[config.mk]
export PLATFORM = sky130hd
export DESIGN_NAME = line_fill_seq
export DESIGN_NICKNAME = d
export VERILOG_FILES = /design/src/rtl/line_fill_pkg.sv /design/src/rtl/fill_rst_sync.sv /design/src/rtl/fill_ctrl.sv /design/src/rtl/fill_line_buf.sv /design/src/rtl/line_fill_seq.sv
export SDC_FILE = /design/constraint.sdc
export NUM_CORES = 1
export LEC_CHECK = 0
export BUFFER_PORTS_ARGS = -buffer_cell sky130_fd_sc_hd__buf_4
export CORE_AREA = 2 2 463 465
export DETAILED_ROUTE_END_ITERATION = 16
export DIE_AREA = 0 0 465 467
export GPL_TIMING_DRIVEN = 0
export PLACE_DENSITY = 0.35
export SYNTH_ARGS = -nofsm -noshare
export SYNTH_HDL_FRONTEND = slang
export SYNTH_SLANG_ARGS = --single-unit
[constraint.sdc]
create_clock -name clk -period 65 [get_ports clk]
set_input_delay 3.25 -clock clk [delete_from_list [all_inputs] [get_ports clk]]
set_output_delay 3.25 -clock clk [all_outputs]
set_load 0.1 [all_outputs]
[src/rtl/line_fill_pkg.sv]
package line_fill_pkg;

  // Sequencer phases of one line fill
  typedef enum logic [2:0] {
    FS_IDLE,
    FS_ADDR,
    FS_WAIT,
    FS_DATA,
    FS_DONE
  } fill_state_e;

endpackage

[src/rtl/fill_rst_sync.sv]
module fill_rst_sync (
  input  logic clk,
  input  logic rst_n_in,
  output logic rst_n_out
);

  logic [1:0] sync_q;

  always_ff @(posedge clk or negedge rst_n_in) begin
    if (!rst_n_in) begin
      sync_q <= 2'b00;
    end else begin
      sync_q <= {sync_q[0], 1'b1};
    end
  end

  assign rst_n_out = sync_q[1];

endmodule

[src/rtl/fill_ctrl.sv]
module fill_ctrl
  import line_fill_pkg::*;
#(
  parameter int ADDR_W     = 32,
  parameter int LINE_BYTES = 128,
  parameter int BEATS      = 16,
  parameter int ACCESS_LAT = 4,
  localparam int BEAT_W    = (BEATS > 1) ? $clog2(BEATS) : 1,
  localparam int LAT_W     = $clog2(ACCESS_LAT + 1)
) (
  input  logic              clk,
  input  logic              rst_n,
  input  logic              req_valid,
  input  logic [ADDR_W-1:0] req_addr,
  output logic              req_ready,
  output logic              mem_addr_valid,
  output logic [ADDR_W-1:0] mem_addr,
  input  logic              mem_data_valid,
  output logic              beat_we,
  output logic [BEAT_W-1:0] beat_idx,
  output logic              fill_done,
  output logic [ADDR_W-1:0] fill_addr
);

  localparam logic [ADDR_W-1:0] OFF_MASK  = ADDR_W'(LINE_BYTES - 1);
  localparam logic [BEAT_W-1:0] LAST_BEAT = BEAT_W'(BEATS - 1);
  localparam logic [LAT_W-1:0]  LAST_WAIT = LAT_W'(ACCESS_LAT - 1);

  fill_state_e       state_q, state_d;
  logic [LAT_W-1:0]  lat_q, lat_d;
  logic [BEAT_W-1:0] beat_q, beat_d;
  logic [ADDR_W-1:0] addr_q;
  logic              accept;
  logic              cnt_en;

  assign accept = req_valid && (state_q == FS_IDLE);

  // next-state process
  always_comb begin
    state_d = state_q;
    lat_d   = lat_q;
    beat_d  = beat_q;
    cnt_en  = 1'b0;
    unique case (state_q)
      FS_IDLE: begin
        if (req_valid) state_d = FS_ADDR;
      end
      FS_ADDR: begin
        state_d = FS_WAIT;
        lat_d   = '0;
        cnt_en  = 1'b1;
      end
      FS_WAIT: begin
        cnt_en = 1'b1;
        if (lat_q == LAST_WAIT) begin
          state_d = FS_DATA;
          beat_d  = '0;
        end else begin
          lat_d = lat_q + 1'b1;
        end
      end
      FS_DATA: begin
        if (mem_data_valid) begin
          cnt_en = 1'b1;
          if (beat_q == LAST_BEAT) begin
            state_d = FS_DONE;
          end else begin
            beat_d = beat_q + 1'b1;
          end
        end
      end
      FS_DONE: begin
        state_d = FS_IDLE;
      end
      default: begin
        state_d = FS_IDLE;
      end
    endcase
  end

  // register processes
  always_ff @(posedge clk or negedge rst_n) begin
    if (!rst_n) begin
      state_q <= FS_IDLE;
    end else begin
      state_q <= state_d;
    end
  end

  always_ff @(posedge clk or negedge rst_n) begin
    if (!rst_n) begin
      lat_q  <= '0;
      beat_q <= '0;
    end else if (cnt_en) begin
      lat_q  <= lat_d;
      beat_q <= beat_d;
    end
  end

  always_ff @(posedge clk or negedge rst_n) begin
    if (!rst_n) begin
      addr_q <= '0;
    end else if (accept) begin
      addr_q <= req_addr & ~OFF_MASK;
    end
  end

  assign req_ready      = (state_q == FS_IDLE);
  assign mem_addr_valid = (state_q == FS_ADDR);
  assign mem_addr       = addr_q;
  assign beat_we        = (state_q == FS_DATA) && mem_data_valid;
  assign beat_idx       = beat_q;
  assign fill_done      = (state_q == FS_DONE);
  assign fill_addr      = addr_q;

  assert_accept_addr_R2: assert property (@(posedge clk) disable iff (!rst_n)
    (req_valid && req_ready) |=> mem_addr_valid);

  assert_addr_once_R2: assert property (@(posedge clk) disable iff (!rst_n)
    mem_addr_valid |=> !mem_addr_valid);

  assert_busy_R4: assert property (@(posedge clk) disable iff (!rst_n)
    (req_valid && req_ready) |=> !req_ready);

  assert_done_pulse_R6: assert property (@(posedge clk) disable iff (!rst_n)
    fill_done |=> !fill_done);

  assert_done_after_beat_R6: assert property (@(posedge clk) disable iff (!rst_n)
    $rose(fill_done) |-> $past(mem_data_valid));

  assert_addr_hold_R7: assert property (@(posedge clk) disable iff (!rst_n)
    !req_ready |=> $stable(fill_addr));

  assert_ready_back_R9: assert property (@(posedge clk) disable iff (!rst_n)
    fill_done |=> req_ready);

endmodule

[src/rtl/fill_line_buf.sv]
module fill_line_buf #(
  parameter int BEATS     = 16,
  parameter int BUS_BYTES = 8,
  localparam int BEAT_W   = (BEATS > 1) ? $clog2(BEATS) : 1,
  localparam int BUS_W    = BUS_BYTES * 8,
  localparam int LINE_W   = BEATS * BUS_W
) (
  input  logic              clk,
  input  logic              rst_n,
  input  logic              beat_we,
  input  logic [BEAT_W-1:0] beat_idx,
  input  logic [BUS_W-1:0]  beat_data,
  output logic [LINE_W-1:0] line_o
);

  // one register per device byte lane of every beat slot
  for (genvar b = 0; b < BEATS; b++) begin : g_beat
    logic slot_en;
    assign slot_en = beat_we && (beat_idx == BEAT_W'(b));
    for (genvar l = 0; l < BUS_BYTES; l++) begin : g_lane
      logic [7:0] lane_q;
      always_ff @(posedge clk or negedge rst_n) begin
        if (!rst_n) begin
          lane_q <= '0;
        end else if (slot_en) begin
          lane_q <= beat_data[l*8 +: 8];
        end
      end
      assign line_o[(b*BUS_BYTES + l)*8 +: 8] = lane_q;
    end
  end

  assert_lane_map_R5: assert property (@(posedge clk) disable iff (!rst_n)
    beat_we |=> (line_o[$past(beat_idx)*BUS_W +: BUS_W] == $past(beat_data)));

  assert_line_hold_R8: assert property (@(posedge clk) disable iff (!rst_n)
    !beat_we |=> $stable(line_o));

endmodule

[src/rtl/line_fill_seq.sv]
module line_fill_seq #(
  parameter int ADDR_W     = 32,
  parameter int LINE_BYTES = 128,
  parameter int BUS_BYTES  = 8,
  parameter int ACCESS_LAT = 4,
  localparam int BEATS     = LINE_BYTES / BUS_BYTES,
  localparam int BEAT_W    = (BEATS > 1) ? $clog2(BEATS) : 1,
  localparam int BUS_W     = BUS_BYTES * 8,
  localparam int LINE_W    = LINE_BYTES * 8
) (
  input  logic              clk,
  input  logic              rst_n,
  input  logic              req_valid,
  input  logic [ADDR_W-1:0] req_addr,
  output logic              req_ready,
  output logic              mem_addr_valid,
  output logic [ADDR_W-1:0] mem_addr,
  input  logic              mem_data_valid,
  input  logic [BUS_W-1:0]  mem_data,
  output logic              fill_done,
  output logic [ADDR_W-1:0] fill_addr,
  output logic [LINE_W-1:0] fill_line
);

  logic              rst_n_s;
  logic              beat_we;
  logic [BEAT_W-1:0] beat_idx;

  fill_rst_sync i_rst_sync (
    .clk       (clk),
    .rst_n_in  (rst_n),
    .rst_n_out (rst_n_s)
  );

  fill_ctrl #(
    .ADDR_W     (ADDR_W),
    .LINE_BYTES (LINE_BYTES),
    .BEATS      (BEATS),
    .ACCESS_LAT (ACCESS_LAT)
  ) i_ctrl (
    .clk            (clk),
    .rst_n          (rst_n_s),
    .req_valid      (req_valid),
    .req_addr       (req_addr),
    .req_ready      (req_ready),
    .mem_addr_valid (mem_addr_valid),
    .mem_addr       (mem_addr),
    .mem_data_valid (mem_data_valid),
    .beat_we        (beat_we),
    .beat_idx       (beat_idx),
    .fill_done      (fill_done),
    .fill_addr      (fill_addr)
  );

  fill_line_buf #(
    .BEATS     (BEATS),
    .BUS_BYTES (BUS_BYTES)
  ) i_buf (
    .clk       (clk),
    .rst_n     (rst_n_s),
    .beat_we   (beat_we),
    .beat_idx  (beat_idx),
    .beat_data (mem_data),
    .line_o    (fill_line)
  );

endmodule

Word-level counts from Yosys, hierarchy flattened
Cells that the tools add are included.

word-level totals
  bits in registers = 1061
  input port bits = 100
  output and inout port bits = 1091
  word-level logic and storage cells = 200

operators by class
  add/subtract/negate cells = 2
  eq/ne operators = 26
  multiplexer cells = 13
  reductions and logical operators = 26

operators by type and width
  cell                                                                   number
  4-bit equality test, second input constant                             8
  1-bit logical AND                                                      18
  4-bit by 3-bit equality test with 1-bit output, second input constant  4
  3-bit 2-to-1 mux                                                       5
  4-bit 2-to-1 mux                                                       3
  3-bit one-hot mux with 4 select lines                                  1
  3-bit by 2-bit equality test with 1-bit output, second input constant  3
  4-bit by 2-bit equality test with 1-bit output, second input constant  2
  2-bit != test, second input constant                                   4
  4-bit one-hot mux with 2 select lines                                  1
  3-bit one-hot mux with 2 select lines                                  1
  5-bit AND reduction                                                    1
  4-bit by 1-bit adder with 4-bit output, second input constant          1
  4-bit by 1-bit equality test with 1-bit output, second input constant  1
  4-bit zero test                                                        1
  2-bit by 1-bit != test with 1-bit output, second input constant        2
  4-bit AND reduction                                                    1
  2-bit nonzero test                                                     2
  3-bit by 1-bit adder with 3-bit output, second input constant          1
  3-bit by 1-bit equality test with 1-bit output, second input constant  1
  3-bit equality test, second input constant                             1
  3-bit zero test                                                        1
  3-bit AND reduction                                                    1
  1-bit one-hot mux with 2 select lines                                  1
  2 further kinds                                                        2

Longest topological paths before layout
Gate-level depths: netlist (run 1).

  depth after elaboration = 4
  gate-level depth with buffers = 7
  gate-level depth less buffers = 5

Hierarchy
From an unflattened synthesis (run 1), not the netlist that was laid out.

second synthesis, totals
  cells, all modules = 2396
  area, all modules = 40044.7 µm²

modules (own cells, without submodules)
  module         times used  cells each  area an instance (µm²)  seq. area each (µm²)
  fill_line_buf  1           2240        38079.0                 25624.6
  fill_ctrl      1           153         1911.8                  875.8
  fill_rst_sync  1           3           53.8                    50.0

Worst setup path before layout (run 1)
No wires, ideal clock.

  kind = reg-to-output
  from = reg i_ctrl.state_q[0]
  to = out mem_addr_valid
  data arrival time = 2.931 ns
  required time = 61.750 ns
  path slack = 58.819 ns
  cell stages (with the launch flop) = 4
  buffers on the path = 2
  cells stage by stage = dfrtp_1 > buf_4 > clkbuf_1 > nor3b_1

between the ends
  word-level cells in the longest chain between the ends = 1

ends and longest elaborated chain
  item                                            line                 source
  from (decl)                                     fill_ctrl.sv:29      fill_state_e state_q, state_d;
  from (signal assigned)                          fill_ctrl.sv:86      state_q <= state_d;
  3-bit by 1-bit equality test with 1-bit output  fill_ctrl.sv:109     assign mem_addr_valid = (state_q == FS_ADDR);
  to (decl)                                       line_fill_seq.sv:16  output logic mem_addr_valid,

No other way between the ends.

Worst setup path after layout (run 1)
Same ends and word-level chain as after synthesis.

==> results.md, run 1 <==
- The count of nets after finishing is just under 4,000.
- The pin count of the biggest net entering global routing is 63.
- During placement, the flow inserted port buffers numbering 1,169.
- For this run, the top clock speed supported by timing is ~180 MHz.
- The maximum clock path buffer count is 3.
- The first detailed-routing pass ran for 4 iterations.
- Buffers inserted to repair hold after CTS numbered 0.
- The smallest clock period supported by the final layout is computed as ~5.5 ns.
- The number of max-cap violations is 0.
- The fraction of synthesized cell area taken by the top area cell type is 66.1%.
- Along the worst path, the maximum fanout reaches 10.
- Traced cell by cell, the critical path runs through buf_4 -> clkbuf_1 -> nor3b_1 -> buf_4.
- The clock transition at the register clock pins on the worst setup and hold paths after CTS is approximately 0.060 ns.
- The final count of hold timing violations is 0.
- In this run the count of I/O pins placed on the die edge is ~1,200.
- The clock latency on the worst-skew pair is around 0.77 ns.
- The share of synthesized flip-flops with an asynchronous set or reset is between 90% and 100%.
- The number of global-route vias before repair is roughly 27,000.
- TritonCTS built the clock tree.
- After synthesis, the netlist uses 37 different library cells.
- Fill cells in the final layout number around 22,000.
- Post-CTS timing repair inserted 0 buffers for setup.
- After routing, the total negative slack on setup checks comes to 0 ns.
- The cell type group with the largest total delay on the critical path is buffers and inverters.
- The worst hold path begins at i_rst_sync.sync_q[0].
- The highest routed metal layer is met4.
- The worst clock skew is approximately 0.019 ns.
- The die width is approximately 470 um.
- The number of routed nets with antenna violations is 0.
- The first-pass GRT wire length is roughly 260,000 um.
- The cell at the slowest stage of the critical path is sky130_fd_sc_hd__clkbuf_1.
- The synthesis warning total is 0.
- The floorplan step defined a core boundary enclosing ~0.21 mm2.
- The deepest level of the CTS H-tree is 4.
- Once detailed placement completed, the half-perimeter wirelength came to ~140,000 um.
- Setup violations remaining at the end of the flow were counted as 0.
- The initial cell density of the core is between 10% and 20%.
- At the worst endpoint, the arrival time is about 2.2 ns.
- After synthesis the netlist holds a flip-flop and latch count of between 1,000 and 1,500.
- The overall track demand over capacity in global routing is roughly 17%.
- The most used flip-flop cell after synthesis is sky130_fd_sc_hd__dfrtp_1.
- In this run, post-CTS repair resized a total of 0 instances.
- The met1 wire length is approximately 75,000 um.
- The cell area that synthesis handed to floorplanning was between 0.04 and 0.05 mm2.
- The critical path contains buffers and inverters numbering 3 combined.
- The met3 wire length is between 15,000 and 20,000 um.
- Counting stages on the worst path, the most repeated cell is sky130_fd_sc_hd__buf_4.
- On the worst path, the slowest cell contributes a delay of around 0.38 ns.
- Using the TritonRoute via totals, the vias-per-cell ratio works out to 3.89.
- Setup repair after global routing left no endpoint under its margin.
- The count of unresolved DRC violations after routing is 0.
- The number of enable flip-flop cells after synthesis is 0.
- The number of sinks driven by the clock tree is approximately 1,100.
- The class of the most critical hold timing path is register to register.
- The launching instance or port of the critical path is i_ctrl.state_q[0].
- The area growth from synthesis to final layout is 43.7%.
- After detailed routing, the total wire length is 191,000 um.
- In this run the clock root is driven by a sky130_fd_sc_hd__clkbuf_16.
- In this run the critical register-to-register path is launched from i_ctrl.beat_idx[1].
- The routed length on met2 is 93,600 um.
- The headroom to the max-slew limit is 11.0%.
- The max-slew violation total from the final report is 0.
- The final critical path takes up under 10% of the cycle.
- The run finished with clean final reports.
- The wire length per cell is roughly 29 um.
- The die boundary height is about 470 um.
- The gate count after technology mapping is around 2,400.
- The die covers around 0.22 mm2.
- By area the synthesized netlist is led by sky130_fd_sc_hd__dfrtp_1 66%, sky130_fd_sc_hd__mux2_2 27%, sky130_fd_sc_hd__mux2_1 2.3%.
- After synthesis, flip-flops and latches occupy between 60% and 70% of the total area.
- The top cell type by total area after synthesis is sky130_fd_sc_hd__dfrtp_1.
- The required time at the worst-slack endpoint is around 62 ns.
- For the pin with the worst max-slew slack, the measured transition is around 1.3 ns.
- The number of design-rule violations left by the first detailed-router iteration is 996.
- The worst setup path category is register to output port.
- The routed layout has 26,014 vias.
- The kind of launch point of the worst setup path is a register.
- STA classifies the critical path endpoint as an output port.
- The floorplan has 169 rows.
- The number of antenna violations at the first check in global routing came to 17.
- The routability congestion estimate is roughly 0.74.
- The synthesized area divided by synthesized cell count is about 17 um2.
- The TritonCTS buffer count is approximately 140.
- Global routing finished with a remaining overflow of 0.
- Of the cells placed in the final design, the portion with a size suffix greater than 1 is 65.7%.
-- worst register-to-register path, delay by kind of cell, from the launching register on --
| family | cells | cell delay, ns |
|---|---|---|
| AND/OR/NAND/NOR | 1 | 0.98 |
| buffers and inverters | 2 | 0.73 |
| flip-flops | 1 | 0.41 |
| adder cells (fa/ha/maj) | 1 | 0.36 |
| multiplexers | 1 | 0.32 |
-- Yosys cell counts, drive strengths merged (5+ instances only) --
| library cell | count |
|---|---|
| buf | 148 |
| clkbuf | 66 |
| dfrtp | 1061 |
| ha | 6 |
| inv | 5 |
| mux2 | 1049 |
| nand2 | 5 |
| nand3 | 13 |
| nor2 | 5 |
| o21ai | 5 |
-- kinds of logic (layout without fill, tap and decap cells) --
logic type / count (synthesis) / count (layout) / synth area share (%)
buf+inv: 219 / 1651 / 3.04
compound gates: 15 / 15 / 0.246
mux: 1051 / 1051 / 29.5
simple gates: 46 / 46 / 0.910
flops: 1061 / 1061 / 66.1
other cells: 2 / 34 / 0.0187
fa+ha+maj: 6 / 6 / 0.187
-- layout make-up --
cell class                      count  area [um2]  area share (%)
Sequential cell                  1061       26600            46.0
Multi-Input combinational cell   1133       12400            21.6
Timing Repair Buffer             1191        9360            16.2
Clock buffer                      215        4230            7.33
Tap cell                         2821        3530            6.12
Buffer                            214        1200            2.09
Clock inverter                     26         323           0.559
Antenna cell                       19        47.5          0.0824
Inverter                            5        18.8          0.0325
-- cells in the final DEF, fill, tap and decap left out, types with 5 or more instances in the layout --
master                      count
sky130_fd_sc_hd__buf_16        20
sky130_fd_sc_hd__buf_2         82
sky130_fd_sc_hd__buf_4       1222
sky130_fd_sc_hd__buf_6         13
sky130_fd_sc_hd__bufinv_16      5
sky130_fd_sc_hd__clkbuf_1     101
sky130_fd_sc_hd__clkbuf_16    145
sky130_fd_sc_hd__clkbuf_8      34
sky130_fd_sc_hd__clkinv_2       9
sky130_fd_sc_hd__conb_1        15
sky130_fd_sc_hd__dfrtp_1     1060
sky130_fd_sc_hd__diode_2       19
sky130_fd_sc_hd__ha_1           6
sky130_fd_sc_hd__inv_1          5
sky130_fd_sc_hd__mux2_1        82
sky130_fd_sc_hd__mux2_2       967
sky130_fd_sc_hd__nand2_1        5
sky130_fd_sc_hd__nand3_1        5
sky130_fd_sc_hd__nand3_4        6
sky130_fd_sc_hd__o21ai_0        5
-- worst paths after layout --
path | endpoint | slack, ns | cells after the start
setup / recovery | mem_addr_valid | 59.51 | 4
hold / removal | i_rst_sync.sync_q[1] | 0.34 | 0
setup reg to reg | i_buf.g_beat[5].g_lane[1].lane_q[2] | 62.08 | 5
hold reg to reg | i_rst_sync.sync_q[1] | 0.34 | 0
max in group asynchronous | i_buf.g_beat[7].g_lane[3].lane_q[2] | 62.09 | 6
min in group asynchronous | i_ctrl.fill_addr[9] | 0.40 | 0
-- stage by stage --
stage          hold slack (ns)  worst slack [ns]  instances  utilization (%)  cell area [um2]
6_report                 0.344             59.51       6685             27.3            57700
5_1_grt                  0.355             59.28       6670             27.2            57700
4_1_cts                  0.349             59.39       6666             27.2            57700
3_5_place_dp             0.337             59.26       6425             25.1            53100
3_3_place_gp             0.335             14.57       6403             24.8            52500
2_1_floorplan            0.331             33.24       2413                -            40200
-- state kept, by name, summed over array words and instances (netlist names) --
signal	flops
i_ctrl.lat_q	3
i_rst_sync.sync_q	2
i_ctrl.state_q	3
i_ctrl.beat_idx	4
i_buf.g_beat.g_lane.lane_q	1024
i_ctrl.fill_addr	25
-- layer usage --
layer	up-vias	track usage, %
met4	0	4.23
li1	11180	-
met3	172	7.38
met5	-	0
met1	13703	19.9
met2	959	29.2
Power of run 1 is not shown: default switching activity piles up to over one toggle a cycle in this logic, so the estimate is an artifact.
==> run 2, diff against run 1 <==
--- a/config.mk
+++ b/config.mk
@@ -6,11 +6,11 @@
 export NUM_CORES = 1
 export LEC_CHECK = 0
 export BUFFER_PORTS_ARGS = -buffer_cell sky130_fd_sc_hd__buf_4
-export CORE_AREA = 2 2 463 465
+export CORE_AREA = 2 2 459 461
 export DETAILED_ROUTE_END_ITERATION = 16
-export DIE_AREA = 0 0 465 467
+export DIE_AREA = 0 0 461 463
 export GPL_TIMING_DRIVEN = 0
-export PLACE_DENSITY = 0.35
+export PLACE_DENSITY = 0.36
 export SYNTH_ARGS = -nofsm -noshare
 export SYNTH_HDL_FRONTEND = slang
 export SYNTH_SLANG_ARGS = --single-unit
==> constraint.sdc (replaced) <==
create_clock -name clk -period 4.75 [get_ports clk]
set_input_delay 0.2375 -clock clk [delete_from_list [all_inputs] [get_ports clk]]
set_output_delay 0.2375 -clock clk [all_outputs]
set_load 0.1 [all_outputs]
==> run 2 against run 1 <==
- first-iteration DRC count is 5.8% lower
- largest cell class unchanged
- via count increased by 1.1%
- critical endpoint is now i_buf.g_beat[9].g_lane[1].lane_q[3]
- sequential cell count is the same
- count of clock-buffer cells in the layout decreased by 15
- clock skew rose by 0.027 ns
==> results.md, run 2 (synthesis results as in run 1) <==
- After layout, the worst path uses 60.4% of the clock period.
- Subtracting the final worst setup slack from the clock period gives roughly 2.9 ns.
- The register with the highest flop count is i_buf.g_beat.g_lane.lane_q.
- The clock passes through at most 3 buffers.
- The clock latency on the worst-skew pair is roughly 0.8 ns.
- STA classifies the critical path startpoint as a register.
- The overall overflow remaining after global route is 0.
- In the final design database the tool counted a little under 4,000 nets.
- The fraction of layout instances using a drive strength above 1 is between 60% and 70%.
- The required time at the worst-slack endpoint is 5.70 ns.
- The filler cells instantiated in the layout total about 22,000.
- The number of clock buffers added by TritonCTS is ~140.
- The deepest level of the CTS H-tree is 4.
- The post-CTS setup-driven buffer insertion count is 0.
- Setup violations remaining at the end of the flow were counted as 0.
- STA puts the critical path data arrival time at 3.82 ns.
- The final count of hold timing violations was 0.
- Entering global routing, the biggest net connects 64 pins.
- The row count is 168.
- The detail route stage leaves a number of antenna-violating nets equal to 0.
- In this run the worst hold path is classified as input port to register.
- The top cell types in the final layout, fill and taps aside, are 1,222 x sky130_fd_sc_hd__buf_4, 1,060 x sky130_fd_sc_hd__dfrtp_1, 967 x sky130_fd_sc_hd__mux2_2.
- The clock transition at the register clock pins on the worst setup and hold paths after CTS is about 0.060 ns.
- The post-placement setup slack is approximately 1.7 ns.
- For this run, the top clock speed supported by timing is between 300 and 400 MHz.
- Wires add up to roughly 190,000 um.
- The number of antenna violations at the first check in global routing came to 17.
- The floorplan step defined a core boundary enclosing about 0.21 mm2.
- In this run the tightest slew margin relative to its limit is between 10% and 20%.
- CTS saw 1,061 sinks.
- The congestion estimate from routability-driven global placement came to about 0.75.
- The tree is rooted in a sky130_fd_sc_hd__clkbuf_16.
- The worst setup path category is register to async pin.
- The die width is roughly 460 um.
- In this run the tool buffered the top-level ports with between 1,000 and 1,500 buffer cells.
- The first-pass GRT wire length is 257,000 um.
- After detailed routing, the number of vias per cell comes to about 4.
- The max-slew violation total from the final report came to 0.
- The area growth from synthesis to final layout is 45.7%.
- The number of gates resized after CTS was 0.
- The most frequent standard cell in the layout excluding fill and tap cells is sky130_fd_sc_hd__buf_4.
- The clock arrives with 0.0454 ns of skew.
- Summing over every cut layer, the via total after detailed routing is 26,300.
- Of all nets on the critical path, the largest fanout is 61.
- The pre-antenna-repair detailed-routing pass consisted of 4 iterations.
- Pin placement for this block handled approximately 1,200 I/O pins.
- The register with the most flip-flops in the layout has roughly 1,000 of them.
- The floorplan step set the die height to ~460 um.
- Setup repair after global routing left no endpoint under its margin.
- The flow ran to the end, and the final reports show no timing, DRC or antenna violations.
- The worst-margin pin slew is ~1.2 ns.
- For this run, design rule violations remaining after detail routing come to 0.
- The area of the die is 0.213 mm2.
- The number of design-rule violations left by the first detailed-router iteration is between 900 and 1,000.
- The overall track demand over capacity in global routing is about 18%.
- The wire length per cell is 28.4 um.
- The number of global-route vias before repair is between 20,000 and 30,000.
- STA classifies the critical path endpoint as an async pin.
- The initial cell density of the core is 19.3%.
- The least setup slack across all paths after layout is between 1.5 and 2 ns.
- The TritonCTS clock tree is built.
- The placed wire-length estimate is about 140,000 um.
- Across the run, the number of max-cap violations was 0.
==> run 2: path summary, 6_finish.rpt <==
path	from	end	slack, ns	depth (start not counted)
worst max-delay path	i_rst_sync.sync_q[1]	i_buf.g_beat[9].g_lane[1].lane_q[3]	1.88	6
worst min-delay path	req_addr[20]	i_ctrl.fill_addr[20]	0.24	3
worst max register to register	i_rst_sync.sync_q[1]	i_buf.g_beat[9].g_lane[1].lane_q[3]	1.88	6
worst min register to register	i_rst_sync.sync_q[0]	i_rst_sync.sync_q[1]	0.35	0
max in group clk	i_ctrl.beat_idx[0]	i_buf.g_beat[12].g_lane[6].lane_q[0]	1.99	6
min in group asynchronous	rst_n	i_rst_sync.sync_q[1]	0.34	3
==> run 2: per-layer routing <==
metal / wire (um) / track usage, % / vias up
met4: 6020 / 5.61 / 4
li1: - / - / 11339
met5: 32 / 0 / -
met2: 91800 / 29.3 / 972
met3: 19000 / 7.69 / 222
met1: 74900 / 20.3 / 13763
==> run 2: worst max-delay path, cell delays in order, from the launching register on <==
cell and delay (ns):
sky130_fd_sc_hd__dfrtp_4 0.90, sky130_fd_sc_hd__buf_16 0.33, sky130_fd_sc_hd__buf_16 0.32, sky130_fd_sc_hd__buf_16 0.32, sky130_fd_sc_hd__buf_16 0.32, sky130_fd_sc_hd__buf_16 0.30
sky130_fd_sc_hd__buf_16 0.30
==> run 2: cell type report <==
class / instances / area (um2) / share of cell area, %
Timing Repair Buffer: 1289 / 10300 / 17.7
Sequential cell: 1061 / 26600 / 45.4
Clock buffer: 200 / 3910 / 6.68
Inverter: 5 / 18.8 / 0.0321
Clock inverter: 43 / 508 / 0.868
Buffer: 214 / 1200 / 2.06
Antenna cell: 11 / 27.5 / 0.0470
Tap cell: 2805 / 3510 / 6.00
Multi-Input combinational cell: 1133 / 12400 / 21.3
==> run 2: what timing repair did <==
action / in CTS / in global routing
hold endpoints to repair: 414 / 0
setup endpoints to repair: 0 / 0
hold buffers: 98 / 0
==> run 2: per-stage QoR <==
step	hold WS (ns)	util, %	TNS [ns]	std cells	area [um2]
final	0.239	28.1	0	6761	58500
after global routing	0.177	28.0	0	6751	58500
after CTS	0.127	28.0	0	6750	58500
after detailed placement	0.0207	25.5	0	6409	53100
after global placement	0.0206	25.2	-	6387	52500
after floorplan	-0.0581	-	-5743.08	2413	40200
Power of run 2 is left out for the same reason.
